<file path="config.mk">
export PLATFORM = sky130hd
export DESIGN_NAME = tone_chan
export DESIGN_NICKNAME = d
export VERILOG_FILES = /design/src/rtl/tone_chan_pkg.sv /design/src/rtl/tone_chan_ctrl.sv /design/src/rtl/tone_chan_dp.sv /design/src/rtl/tone_chan.sv
export SDC_FILE = /design/constraint.sdc
export NUM_CORES = 1
export LEC_CHECK = 0
export BUFFER_PORTS_ARGS = -buffer_cell sky130_fd_sc_hd__buf_2
export CORE_MARGIN = 1.5
export CORE_UTILIZATION = 29
export CTS_CLUSTER_SIZE = 16
export DETAILED_ROUTE_END_ITERATION = 16
export GPL_ROUTABILITY_DRIVEN = 0
export GPL_TIMING_DRIVEN = 1
export PLACE_DENSITY_LB_ADDON = 0.08
export SLEW_MARGIN = 20
export SYNTH_ARGS = -nofsm -noshare
export SYNTH_HDL_FRONTEND = slang
export SYNTH_HIERARCHICAL = 1
export SYNTH_SLANG_ARGS = --single-unit
</file>
<file path="constraint.sdc">
create_clock -name clk -period 9.5 [get_ports clk]
set_clock_uncertainty 0.2 [all_clocks]
set_input_delay 0.95 -clock clk [delete_from_list [all_inputs] [get_ports clk]]
set_output_delay 0.95 -clock clk [all_outputs]
set_load 0.005 [all_outputs]
</file>
<file path="src/rtl/tone_chan_pkg.sv">
package tone_chan_pkg;
  localparam int PERIOD_W = 12;
  localparam int VOL_W    = 4;
  localparam int SAMPLE_W = 16;

  typedef struct packed {
    logic                tick;
    logic                toneOff;
    logic                noiseOff;
    logic                useEnv;
    logic [VOL_W-1:0]    fixedVol;
    logic [PERIOD_W-1:0] periodEff;
  } chanCtrlT;

  function automatic logic [SAMPLE_W-1:0] levelLut(input logic [VOL_W-1:0] code);
    case (code)
      4'd0:    levelLut = 16'd0;
      4'd1:    levelLut = 16'd231;
      4'd2:    levelLut = 16'd695;
      4'd3:    levelLut = 16'd1158;
      4'd4:    levelLut = 16'd2084;
      4'd5:    levelLut = 16'd2779;
      4'd6:    levelLut = 16'd4168;
      4'd7:    levelLut = 16'd6716;
      4'd8:    levelLut = 16'd8105;
      4'd9:    levelLut = 16'd13200;
      4'd10:   levelLut = 16'd18294;
      4'd11:   levelLut = 16'd24315;
      4'd12:   levelLut = 16'd32189;
      4'd13:   levelLut = 16'd40757;
      4'd14:   levelLut = 16'd52799;
      default: levelLut = 16'd65535;
    endcase
  endfunction
endpackage

</file>
<file path="src/rtl/tone_chan_ctrl.sv">
module tone_chan_ctrl
  import tone_chan_pkg::*;
#(
  parameter int PRE_LOG = 3
) (
  input  logic     clk,
  input  logic     rstN,
  input  logic     wrEn,
  input  logic [1:0] wrAddr,
  input  logic [7:0] wrData,
  output chanCtrlT ctrl
);
  localparam int HI_W = PERIOD_W - 8;

  logic [7:0]         periodLo;
  logic [HI_W-1:0]    periodHi;
  logic [1:0]         mixReg;
  logic [VOL_W:0]     ampReg;
  logic [PRE_LOG-1:0] preCnt;
  logic [PERIOD_W-1:0] periodRaw;

  always_ff @(posedge clk or negedge rstN) begin
    if (!rstN) begin
      periodLo <= '0;
      periodHi <= '0;
      mixReg   <= '0;
      ampReg   <= '0;
    end else if (wrEn) begin
      case (wrAddr)
        2'd0: periodLo <= wrData;
        2'd1: periodHi <= wrData[HI_W-1:0];
        2'd2: mixReg   <= wrData[1:0];
        default: ampReg <= wrData[VOL_W:0];
      endcase
    end
  end

  always_ff @(posedge clk or negedge rstN) begin
    if (!rstN) preCnt <= '0;
    else       preCnt <= preCnt + 1'b1;
  end

  always_comb begin
    periodRaw      = {periodHi, periodLo};
    ctrl.tick      = &preCnt;
    ctrl.toneOff   = mixReg[0];
    ctrl.noiseOff  = mixReg[1];
    ctrl.useEnv    = ampReg[VOL_W];
    ctrl.fixedVol  = ampReg[VOL_W-1:0];
    ctrl.periodEff = (periodRaw == '0) ? PERIOD_W'(1) : periodRaw;
  end

  // the prescaler strobe is a single-cycle pulse
  p_tick_single_r2: assert property (@(posedge clk) disable iff (!rstN)
    ctrl.tick |=> !ctrl.tick);

  // the zero period is folded onto one
  p_period_nonzero_r3: assert property (@(posedge clk) disable iff (!rstN)
    ctrl.periodEff != '0);
endmodule

</file>
<file path="src/rtl/tone_chan_dp.sv">
module tone_chan_dp
  import tone_chan_pkg::*;
(
  input  logic                clk,
  input  logic                rstN,
  input  chanCtrlT            ctrl,
  input  logic                noiseBit,
  input  logic [VOL_W-1:0]    envLevel,
  output logic                toneOut,
  output logic [SAMPLE_W-1:0] sampleOut
);
  logic [PERIOD_W-1:0] cnt;
  logic                toneQ;
  logic                gate;
  logic [VOL_W-1:0]    ampSel;

  always_ff @(posedge clk or negedge rstN) begin
    if (!rstN) begin
      cnt   <= '0;
      toneQ <= 1'b0;
    end else if (ctrl.tick) begin
      if (cnt >= ctrl.periodEff - 1'b1) begin
        cnt   <= '0;
        toneQ <= ~toneQ;
      end else begin
        cnt <= cnt + 1'b1;
      end
    end
  end

  always_comb begin
    gate   = (toneQ | ctrl.toneOff) & (noiseBit | ctrl.noiseOff);
    ampSel = ctrl.useEnv ? envLevel : ctrl.fixedVol;
  end

  always_ff @(posedge clk or negedge rstN) begin
    if (!rstN)     sampleOut <= '0;
    else if (gate) sampleOut <= levelLut(ampSel);
    else           sampleOut <= '0;
  end

  assign toneOut = toneQ;

  // tone level only moves on a prescaler strobe
  p_tone_on_tick_r2: assert property (@(posedge clk) disable iff (!rstN)
    !ctrl.tick |=> $stable(toneQ));

  // every toggle restarts the period count
  p_toggle_restarts_r2: assert property (@(posedge clk) disable iff (!rstN)
    !$stable(toneQ) |-> cnt == '0);

  // a closed gate yields silence one clock later
  p_gate_silent_r5: assert property (@(posedge clk) disable iff (!rstN)
    !gate |=> sampleOut == '0);
endmodule

</file>
<file path="src/rtl/tone_chan.sv">
module tone_chan
  import tone_chan_pkg::*;
#(
  parameter int PRE_LOG = 3
) (
  input  logic        clk,
  input  logic        rstN,
  input  logic        wrEn,
  input  logic [1:0]  wrAddr,
  input  logic [7:0]  wrData,
  input  logic        noiseBit,
  input  logic [3:0]  envLevel,
  output logic        toneOut,
  output logic [15:0] sampleOut
);
  chanCtrlT ctrlBus;

  tone_chan_ctrl #(.PRE_LOG(PRE_LOG)) u_ctrl (
    .clk(clk), .rstN(rstN), .wrEn(wrEn), .wrAddr(wrAddr),
    .wrData(wrData), .ctrl(ctrlBus)
  );

  tone_chan_dp u_dp (
    .clk(clk), .rstN(rstN), .ctrl(ctrlBus), .noiseBit(noiseBit),
    .envLevel(envLevel), .toneOut(toneOut), .sampleOut(sampleOut)
  );
endmodule

</file>
==> Flow_metrics.wiki <==
{| class="wikitable"
! Metric !! Value
|-
| Total vias in the final route || 1975
|-
| Detailed placement HPWL || 4.57 mm
|-
| Area of the core || 9730 um^2
|-
| Hold violation total from the final report || 0
|-
| Post-synthesis instance area || 2890 um^2
|-
| PwrDens || 182 nW/um^2
|-
| Aggregate routed wire length || 6.05 mm
|-
| Total number of H-tree levels || 2
|-
| Vias in the first global route || 1935
|-
| CTS-repair resized insts || 0
|-
| Hold WS || 0.230 ns
|-
| Std cell rows || 36
|-
| Leakage power figure || 1.52 nW
|-
| Fraction of layout cells with a size suffix above 1 || 26.6%
|-
| First-pass GRT wire length || 10.2 mm
|-
| Overall Global Routing Usage || 12.5%
|-
| Chip width || 103 um
|-
| Maximum number of pins on one net before global-route repair || 52
|-
| Die span in y || 103 um
|-
| RSZ-0062 raised after global routing || no
|-
| Portion of the post-synthesis area used by sequential elements || 44.2%
|-
| Fill cells || 1053
|-
| Antenna viol nets, final || 0
|-
| TritonCTS Buffers || 5
|-
| Top Ports || 35
|-
| Iteration-0 DRC count of the detailed router || 78
|-
| Number of buffers inserted for hold repair after clock tree synthesis || 0
|-
| Data arrival time of the critical path || 3.66 ns
|-
| Number of enable flip-flop cells after synthesis || 0
|-
| Final standard cell count with taps included and fillers excluded || 426
|-
| Post-placement cell count || 418
|-
| DRT Pass-1 Iters || 4
|-
| Number of inserted diodes || 0
|-
| Number of synthesized register bits || 51
|-
| Die area || 10600 um^2
|-
| Buffers inserted during post-CTS setup optimization || 0
|-
| Worst setup EP type || register
|-
| Final setup TNS || 0 ns
|-
| Buffer type at the clock tree root || clkbuf_8
|-
| Required time reported for the critical path endpoint || 9.48 ns
|-
| Instance count along the most critical hold path || 1
|-
| Maximum achievable frequency || 272 MHz
|-
| Worst-skew pair later-pin latency || 0.30 ns
|-
| Layout area overhead || 12.7%
|-
| Number of cell instances on the worst register-to-register path || 14
|-
| Clock transition at the register clock pins on the worst setup and hold paths after CTS || 0.10 ns
|-
| Total gr overflow || 0
|-
| Net Count, Synth || 307
|-
| Post-synthesis area per instance || 10.8 um^2
|-
| Starting density of the core || 29.7%
|-
| NumNets Final || 332
|-
| Post-layout minimum cycle time || 3.68 ns
|-
| Most common cell after layout, fill and taps aside || dfrtp_1
|-
| Remaining routing DRC violations || 0
|-
| Critical path, cell by cell || nor4_1, a31o_2, inv_1, ha_1, nor3b_1, nand2_1, nor4_1, xnor2_1, ha_1, a21oi_2, nand2_2, a221oi_4, o22ai_4, xor2_1
|-
| Max IR drop VDD || 0.0703 mV
|-
| Antenna violations before repair || 0
|-
| Synthesized instance count || 267
|-
| Startpoint types || register
|-
| Port Buf Inserts || 34
|-
| Number of failing setup endpoints in the final timing report || 0
|-
| Vias per cell || 4.64
|-
| Master of the slowest instance on the critical path || dfrtp_1
|-
| Worst path max stage delay || 0.47 ns
|-
| Number of maximum-capacitance constraint violations || 0
|-
| Count of warnings emitted by yosys || 6
|-
| Wirelength per Cell || 14.2 um
|-
| Most congested layer reported by global routing || met1
|-
| Max-Slew Margin vs Limit || 29.2%
|-
| Dominant register cell in the synthesized netlist || dfrtp_1
|-
| Met2 layer usage reported by global route || 18.5%
|-
| Portion of the clock cycle consumed by the worst path in the final layout || 38.7%
|-
| Least-Margin Pin Slew || 1.06 ns
|-
| Share of synthesized flip-flops with an asynchronous set or reset || 100%
|-
| Worst Path Class, Setup || register to register
|-
| Highest net fanout along the worst path || 9
|-
| Result of the run || completed
|-
| Final count of pins violating max slew || 0
|-
| Maximum count of clock buffers along a single path || 2
|-
| Clock tree from TritonCTS || yes
|-
| Distinct cells, synth || 46
|-
| Global routing met3 resource utilization || 2.71%
|-
| TritonCTS Sinks || 51
|-
| Met1 demand-to-capacity share in global routing || 18.6%
|-
| Most used cells in the layout excluding fill and tap cells || 51 x dfrtp_1, 34 x buf_2, 26 x nor2_1
|-
| HP Class || register to register
|-
| R2r setup slk || 5.82 ns
|}
-- cell families (layout without fill, tap and decap cells) --
family / after synthesis / after routing / synth area share (%)
multiplexers: 26 / 26 / 10.3
AO/OA/AOI/OAI: 38 / 38 / 11.6
XOR/XNOR: 19 / 19 / 5.77
buffers and inverters: 25 / 51 / 3.43
flip-flops: 51 / 51 / 44.2
adder cells (fa/ha/maj): 22 / 22 / 9.54
AND/OR/NAND/NOR: 86 / 86 / 15.1
-- cell type report --
cell class / instances / area, um^2 / area share, %
clock buffers: 5 / 68.8 / 2.12
clock inverters: 3 / 23.8 / 0.731
inverters: 8 / 30.0 / 0.923
multi-input cells: 191 / 1510 / 46.4
flip-flops and latches: 51 / 1280 / 39.2
well taps: 133 / 166 / 5.12
repair buffers: 35 / 178 / 5.46
-- critical path: cells and delay by family, from the launching register on --
kind,cells,cell delay (ns)
compound gates,4,1.04
simple gates,5,0.96
flops,1,0.47
fa+ha+maj,2,0.45
xor+xnor,2,0.34
buf+inv,1,0.08
-- where the power goes --
group	internal, mW	total (mW)	switching, mW
combinational	0.0837	0.186	0.102
clock	0.0533	0.130	0.0765
sequential	0.249	0.276	0.0265
-- stage by stage --
stage | total power [mW] | worst slack, ns | util, % | instance area, um^2
after global routing | 0.638 | 5.47 | 33.4 | 3250
after global placement | 0.468 | 5.90 | 32.5 | 3160
final | 0.591 | 5.82 | 33.4 | 3250
after detailed placement | 0.469 | 5.81 | 32.5 | 3160
after CTS | 0.607 | 5.80 | 33.4 | 3250
after floorplan | 0.413 | 6.27 | - | 2890
-- registers in the layout, summed over array words and instances (netlist names) --
register         count
u_ctrl/preCnt        3
u_dp/sampleOut      16
u_ctrl/periodHi      4
u_ctrl/ampReg        5
u_dp/toneOut         1
u_dp/cnt            12
u_ctrl/mixReg        2
u_ctrl/periodLo      8
-- worst paths after layout --
kind	startpoint	endpoint
min in group asynchronous	rstN	u_dp/sampleOut[13]$_DFF_PN0_
hold / removal	u_ctrl/preCnt[0]$_DFF_PN0_	u_ctrl/preCnt[0]$_DFF_PN0_
setup reg to reg	u_ctrl/periodLo[7]$_DFFE_PN0P_	u_dp/toneOut$_DFFE_PN0P_
setup / recovery	u_ctrl/periodLo[7]$_DFFE_PN0P_	u_dp/toneOut$_DFFE_PN0P_
hold reg to reg	u_ctrl/preCnt[0]$_DFF_PN0_	u_ctrl/preCnt[0]$_DFF_PN0_
max in group asynchronous	rstN	u_ctrl/periodLo[5]$_DFFE_PN0P_
-- cell usage after synthesis, types with 4 or more instances --
library cell | n | area share (%)
dfrtp_1 | 51 | 44
nand3_1 | 13 | 2.3
nor2_1 | 26 | 3.4
a21oi_1 | 7 | 1.2
nor4_1 | 4 | 0.87
and3_1 | 5 | 1.1
clkbuf_1 | 13 | 1.7
xnor2_1 | 9 | 2.7
xor2_1 | 10 | 3.0
ha_1 | 22 | 9.5
buf_2 | 4 | 0.69
o21ai_1 | 6 | 1.0
nor3_1 | 8 | 1.4
a211oi_1 | 4 | 1.0
mux2_2 | 20 | 7.8
inv_1 | 7 | 0.91
nand2_1 | 15 | 2.0
-- routing by layer --
metal,up-vias,wire length (um)
li1,989,-
met1,948,3130
met2,33,2650
met3,5,215
met4,0,53
met5,-,0
No activity file was read; power rests on OpenSTA's default activity.
